### src/rtl/mbus_arb_pkg.sv
package mbus_arb_pkg;
  localparam int NUM_REQ = 3;
  localparam int NUM_BUS = 3;
  localparam int SEL_W   = 2;
  localparam int OWN_W   = $clog2(NUM_REQ + 1);

  typedef enum logic [SEL_W-1:0] {
    BUS_EXT = 2'd0,
    BUS_VID = 2'd1,
    BUS_OBJ = 2'd2,
    BUS_NONE = 2'd3
  } bus_sel_e;

  localparam int RQ_PIX = 0;
  localparam int RQ_CPY = 1;

  // Access-rights table: returns 1 when the requester may perform the operation.
  function automatic logic access_ok(int unsigned rq, logic [SEL_W-1:0] sel, logic wr);
    logic ok;
    if (int'(sel) >= NUM_BUS) begin
      ok = 1'b0;
    end else begin
      case (rq)
        RQ_PIX:  ok = !wr && (sel == BUS_VID || sel == BUS_OBJ);
        RQ_CPY:  ok = wr ? (sel == BUS_OBJ) : (sel == BUS_EXT || sel == BUS_VID);
        default: ok = 1'b1;
      endcase
    end
    return ok;
  endfunction
endpackage

### src/rtl/mbus_rights.sv
module mbus_rights
  import mbus_arb_pkg::*;
#(
  parameter int REQ_ID = 0
) (
  input  logic             clk,
  input  logic             rst_n,
  input  logic             valid,
  input  logic [SEL_W-1:0] sel,
  input  logic             wr,
  output logic             legal,
  output logic             refused
);
  logic ok;

  always_comb begin
    ok      = access_ok(REQ_ID, sel, wr);
    legal   = rst_n && valid && ok;
    refused = rst_n && valid && !ok;
  end

  // a selector that names no bus is always refused
  assert_bad_sel_R8: assert property (@(posedge clk) disable iff (!rst_n)
    (valid && sel == BUS_NONE) |-> (refused && !legal));
endmodule

### src/rtl/mbus_lane.sv
module mbus_lane
  import mbus_arb_pkg::*;
#(
  parameter int BUS_ID = 0
) (
  input  logic                     clk,
  input  logic                     rst_n,
  input  logic [NUM_REQ-1:0]       legal,
  input  logic [NUM_REQ*SEL_W-1:0] sel_flat,
  input  logic [NUM_REQ-1:0]       wr,
  output logic [NUM_REQ-1:0]       gnt,
  output logic                     busy,
  output logic [OWN_W-1:0]         owner,
  output logic                     bus_wr
);
  logic [NUM_REQ-1:0] hit;

  always_comb begin
    for (int r = 0; r < NUM_REQ; r++) begin
      hit[r] = legal[r] && (sel_flat[r*SEL_W +: SEL_W] == SEL_W'(BUS_ID));
    end
  end

  // Lowest index has the highest priority.
  always_comb begin
    logic taken;
    taken  = 1'b0;
    gnt    = '0;
    owner  = '1;
    bus_wr = 1'b0;
    for (int r = 0; r < NUM_REQ; r++) begin
      if (hit[r] && !taken) begin
        gnt[r] = 1'b1;
        owner  = OWN_W'(r);
        bus_wr = wr[r];
        taken  = 1'b1;
      end
    end
    busy = taken;
  end

  // a granted requester has no higher-priority competitor on this bus
  for (genvar r = 1; r < NUM_REQ; r++) begin : g_prio_chk
    assert_prio_R1: assert property (@(posedge clk) disable iff (!rst_n)
      gnt[r] |-> (hit[r-1:0] == '0));
  end
endmodule

### src/rtl/mbus_arbiter.sv
module mbus_arbiter
  import mbus_arb_pkg::*;
(
  input  logic                     clk,
  input  logic                     rst_n,
  input  logic [NUM_REQ-1:0]       rq_valid,
  input  logic [NUM_REQ*SEL_W-1:0] rq_sel,
  input  logic [NUM_REQ-1:0]       rq_write,
  output logic [NUM_REQ-1:0]       rq_ready,
  output logic [NUM_REQ-1:0]       rq_error,
  output logic [NUM_BUS-1:0]       bus_busy,
  output logic [NUM_BUS*OWN_W-1:0] bus_owner,
  output logic [NUM_BUS-1:0]       bus_write
);
  logic [NUM_REQ-1:0]              legal;
  logic [NUM_BUS-1:0][NUM_REQ-1:0] gnt_m;

  for (genvar r = 0; r < NUM_REQ; r++) begin : g_req
    mbus_rights #(.REQ_ID(r)) u_rights (
      .clk     (clk),
      .rst_n   (rst_n),
      .valid   (rq_valid[r]),
      .sel     (rq_sel[r*SEL_W +: SEL_W]),
      .wr      (rq_write[r]),
      .legal   (legal[r]),
      .refused (rq_error[r])
    );
  end

  for (genvar b = 0; b < NUM_BUS; b++) begin : g_bus
    mbus_lane #(.BUS_ID(b)) u_lane (
      .clk      (clk),
      .rst_n    (rst_n),
      .legal    (legal),
      .sel_flat (rq_sel),
      .wr       (rq_write),
      .gnt      (gnt_m[b]),
      .busy     (bus_busy[b]),
      .owner    (bus_owner[b*OWN_W +: OWN_W]),
      .bus_wr   (bus_write[b])
    );
  end

  always_comb begin
    rq_ready = '0;
    for (int b = 0; b < NUM_BUS; b++) begin
      rq_ready = rq_ready | gnt_m[b];
    end
  end

  // the pixel fetcher is never granted a write
  assert_pix_read_only_R2: assert property (@(posedge clk) disable iff (!rst_n)
    rq_ready[RQ_PIX] |-> !rq_write[RQ_PIX]);

  // a granted copy-engine write always targets the object-memory bus
  assert_cpy_write_obj_R4: assert property (@(posedge clk) disable iff (!rst_n)
    (rq_ready[RQ_CPY] && rq_write[RQ_CPY]) |-> (rq_sel[RQ_CPY*SEL_W +: SEL_W] == BUS_OBJ));

  // grant and refusal never coincide for the same requester
  assert_ready_error_excl_R7: assert property (@(posedge clk) disable iff (!rst_n)
    (rq_ready & rq_error) == '0);

  // the number of busy buses equals the number of granted requesters
  assert_busy_count_R11: assert property (@(posedge clk) disable iff (!rst_n)
    $countones(bus_busy) == $countones(rq_ready));
endmodule

### config.mk
export PLATFORM = sky130hd
export DESIGN_NAME = mbus_arbiter
export DESIGN_NICKNAME = d
export VERILOG_FILES = /design/src/rtl/mbus_arb_pkg.sv /design/src/rtl/mbus_rights.sv /design/src/rtl/mbus_lane.sv /design/src/rtl/mbus_arbiter.sv
export SDC_FILE = /design/constraint.sdc
export NUM_CORES = 1
export LEC_CHECK = 0
export ABC_CLOCK_PERIOD_IN_PS = 1450
export BUFFER_PORTS_ARGS = -buffer_cell sky130_fd_sc_hd__buf_2
export CELL_PAD_IN_SITES_DETAIL_PLACEMENT = 1
export CELL_PAD_IN_SITES_GLOBAL_PLACEMENT = 1
export CORE_UTILIZATION = 27
export DETAILED_ROUTE_END_ITERATION = 6
export PLACE_DENSITY = 0.95
export SLEW_MARGIN = 20
export SYNTH_ARGS = -nofsm -noshare
export SYNTH_HDL_FRONTEND = slang
export SYNTH_SLANG_ARGS = --single-unit
### constraint.sdc
create_clock -name vclk -period 1.45
set_clock_uncertainty 0.15 [all_clocks]
set_input_delay 0.0725 -clock vclk [all_inputs]
set_output_delay 0.0725 -clock vclk [all_outputs]
set_load 0.05 [all_outputs]
==> flow_metrics.py <==
metrics = {
    "status": {
        "outcome": "finished with violations",
        "violations": "setup timing",
    },
    "synth": {
        "ys_warn_count": 0,
        "synth_nets": 72,
        "synth_top_area_share_pct": 17.20,
        "netlist_area_um2": 392.9,
        "synth_area_leaders": "buf_4, ha_1, nand3_1, a21boi_0, nor3b_1",
        "synth_cell_types": 28,
        "yosysSeqAreaShare_pct": 0,
        "netlist_instances": 54,
        "yosysTopAreaCell": "buf_4",
        "synth.avg_cell_area_um2": 7.276,
    },
    "grt": {
        "grt_pass1_vias": 531,
        "track_usage_pct": 18.61,
        "antenna_found_initial": 0,
        "grt_pass1_wl_mm": 2.097,
        "overflow": 0,
        "grt_max_degree": 9,
    },
    "route": {
        "wl_met1_um": 486,
        "route.met3.wl_um": 68,
        "wl_met2_um": 896,
        "wl_mm": 1.470,
        "post-route-drc-count": 0,
        "via_per_inst": 5.152,
        "highest_layer": "met4",
        "drtIter0Drc": 0,
        "routedWlPerCell_um": 14.00,
        "ant_nets": 0,
        "num_vias": 541,
        "drt-pass1-iter-count": 1,
    },
    "critical_path": {
        "start_kind": "primary input",
        "cp.arrival_ps": 1420,
        "crit_slowest_cell": "a221o_2",
        "crit_chain": "buf_8, ha_4, and4bb_2, nand3_2, and2_4, a221o_2, buf_8",
        "crit_family": "simple AND/OR/NAND/NOR gates",
        "path_common_cell": "buf_8",
        "crit_path_end_kind": "output pin",
        "crit_buf_inv": 2,
        "worstPathRequired_ps": 1230,
        "path_class": "primary input to output pin",
        "critPathMaxFanout": 4,
        "critPathMaxStageDelay_ps": 350,
    },
    "placed_design": {
        "dp_cells": 103,
        "place.gp.congestion": 0.6752,
        "portBuffers": 31,
    },
    "final_layout": {
        "seq_area_um2": 0,
        "multiInputGateArea_um2": 376.6,
        "final_cell_mix": "buf_2, buf_4, buf_6",
        "fillers": 164,
        "drive_gt1_share_pct": 70.00,
        "final_util_pct": 57.32,
        "clockBufferCount": 0,
        "layout_commonest_cell": "buf_2",
        "antennaDiodeCount": 0,
        "nNetsFinal": 110,
        "area_growth_pct": 94.59,
        "stdcell_count": 105,
        "seq_cells": 0,
    },
    "clock_network": {
        "ctsHoldBuffers": 0,
    },
    "floorplanning": {
        "die-area_mm2": 0.001612,
        "fp-row-count": 13,
        "coreArea_mm2": 0.001334,
        "die_h_um": 40.15,
        "die_x_um": 40.15,
        "ios": 32,
        "initial_core_util_pct": 29.46,
    },
    "timing": {
        "rsz0062_at_grt": "true",
        "period_share_pct": 113.0,
        "max_freq_ghz": 0.6101,
        "hold_violations": 0,
        "slew_violations": 0,
        "worstMarginPinSlew_ps": 506.5,
        "tns_ps": -522.8,
        "setup_viol": 6,
        "period_minus_slack_ps": 1639,
        "fin_ws_ps": -189.1,
        "max_slew_margin_pct": 66.16,
    },
    "power": {
        "pwr_density_cell_mw_per_mm2": 291.3,
        "irDropWorstVdd_mv": 0.1333,
        "finalPower_w": 0.0002227,
        "power.leakage_nw": 0.3815,
    },
    "run": {
        "cap_violations": 0,
    },
    "hold_path": {
        "hold_class": "primary input to output pin",
    },
}
per-layer routing:
layer  vias to the layer above  GRT usage (%)
met4                         0              0
met2                        22          46.77
met5                         -              0
li1                        259              -
met1                       258          15.26
met3                         2              0
cells in the mapped netlist, types with 2 or more instances:
cell type	n
nor2_1	2
ha_1	4
or2b_1	2
nand2_1	3
a21oi_1	2
nand3_1	4
nand4_1	2
a21boi_0	2
and2_1	2
nor3_1	2
inv_1	2
and3_1	2
buf_4	9
nor3b_1	2
worst paths after layout:
| check | startpoint | end | depth (start not counted) |
|---|---|---|---|
| worst max-delay path | rq_sel[0] | rq_ready[2] | 7 |
| worst min-delay path | rq_write[2] | bus_write[1] | 3 |
tightest hold or removal path, delay by kind of cell:
family,cells,cell delay (ps)
buffers and inverters,2,260
AND/OR/NAND/NOR,1,150
cell families (layout without fill, tap and decap cells):
| group | Yosys count | in the layout | synth area share [%] |
|---|---|---|---|
| AND/OR/NAND/NOR | 30 | 30 | 50.00 |
| buffers and inverters | 11 | 47 | 19.11 |
| AO/OA/AOI/OAI | 8 | 8 | 15.60 |
| adder cells (fa/ha/maj) | 4 | 4 | 12.74 |
| multiplexers | 1 | 1 | 2.548 |
through the flow:
stage | setup WS (ps) | hold WS, ps | area, um^2
after floorplan | -135.7 | 207.3 | 421.7
after detailed placement | -317.2 | 410.2 | 610.6
after global placement | -263.3 | 402.1 | 610.6
after global routing | -237.3 | 417.2 | 764.5
final | -189.1 | 407.9 | 764.5
after CTS | -213.7 | 397.7 | 738.2
layout make-up:
class	instances	area share (%)
tap	15	2.455
multi-input combinational	43	49.26
timing repair buffer	45	47.30
inverter	2	0.9820
where the power goes:
part | switching, W | internal, W | total, W | leakage, nW
combinational | 0.000129 | 0.0000936 | 0.000223 | 0.382
sequential | 0 | 0 | 0 | 0
clock | 0 | 0 | 0 | 0
repair_timing:
item                                    in CTS  in global routing
buffers inserted                             2                  0
endpoints found under the setup margin      12                 13
pin swaps                                    7                  4
resized for setup                           28                 15
Power figures use the tool's default switching activity.
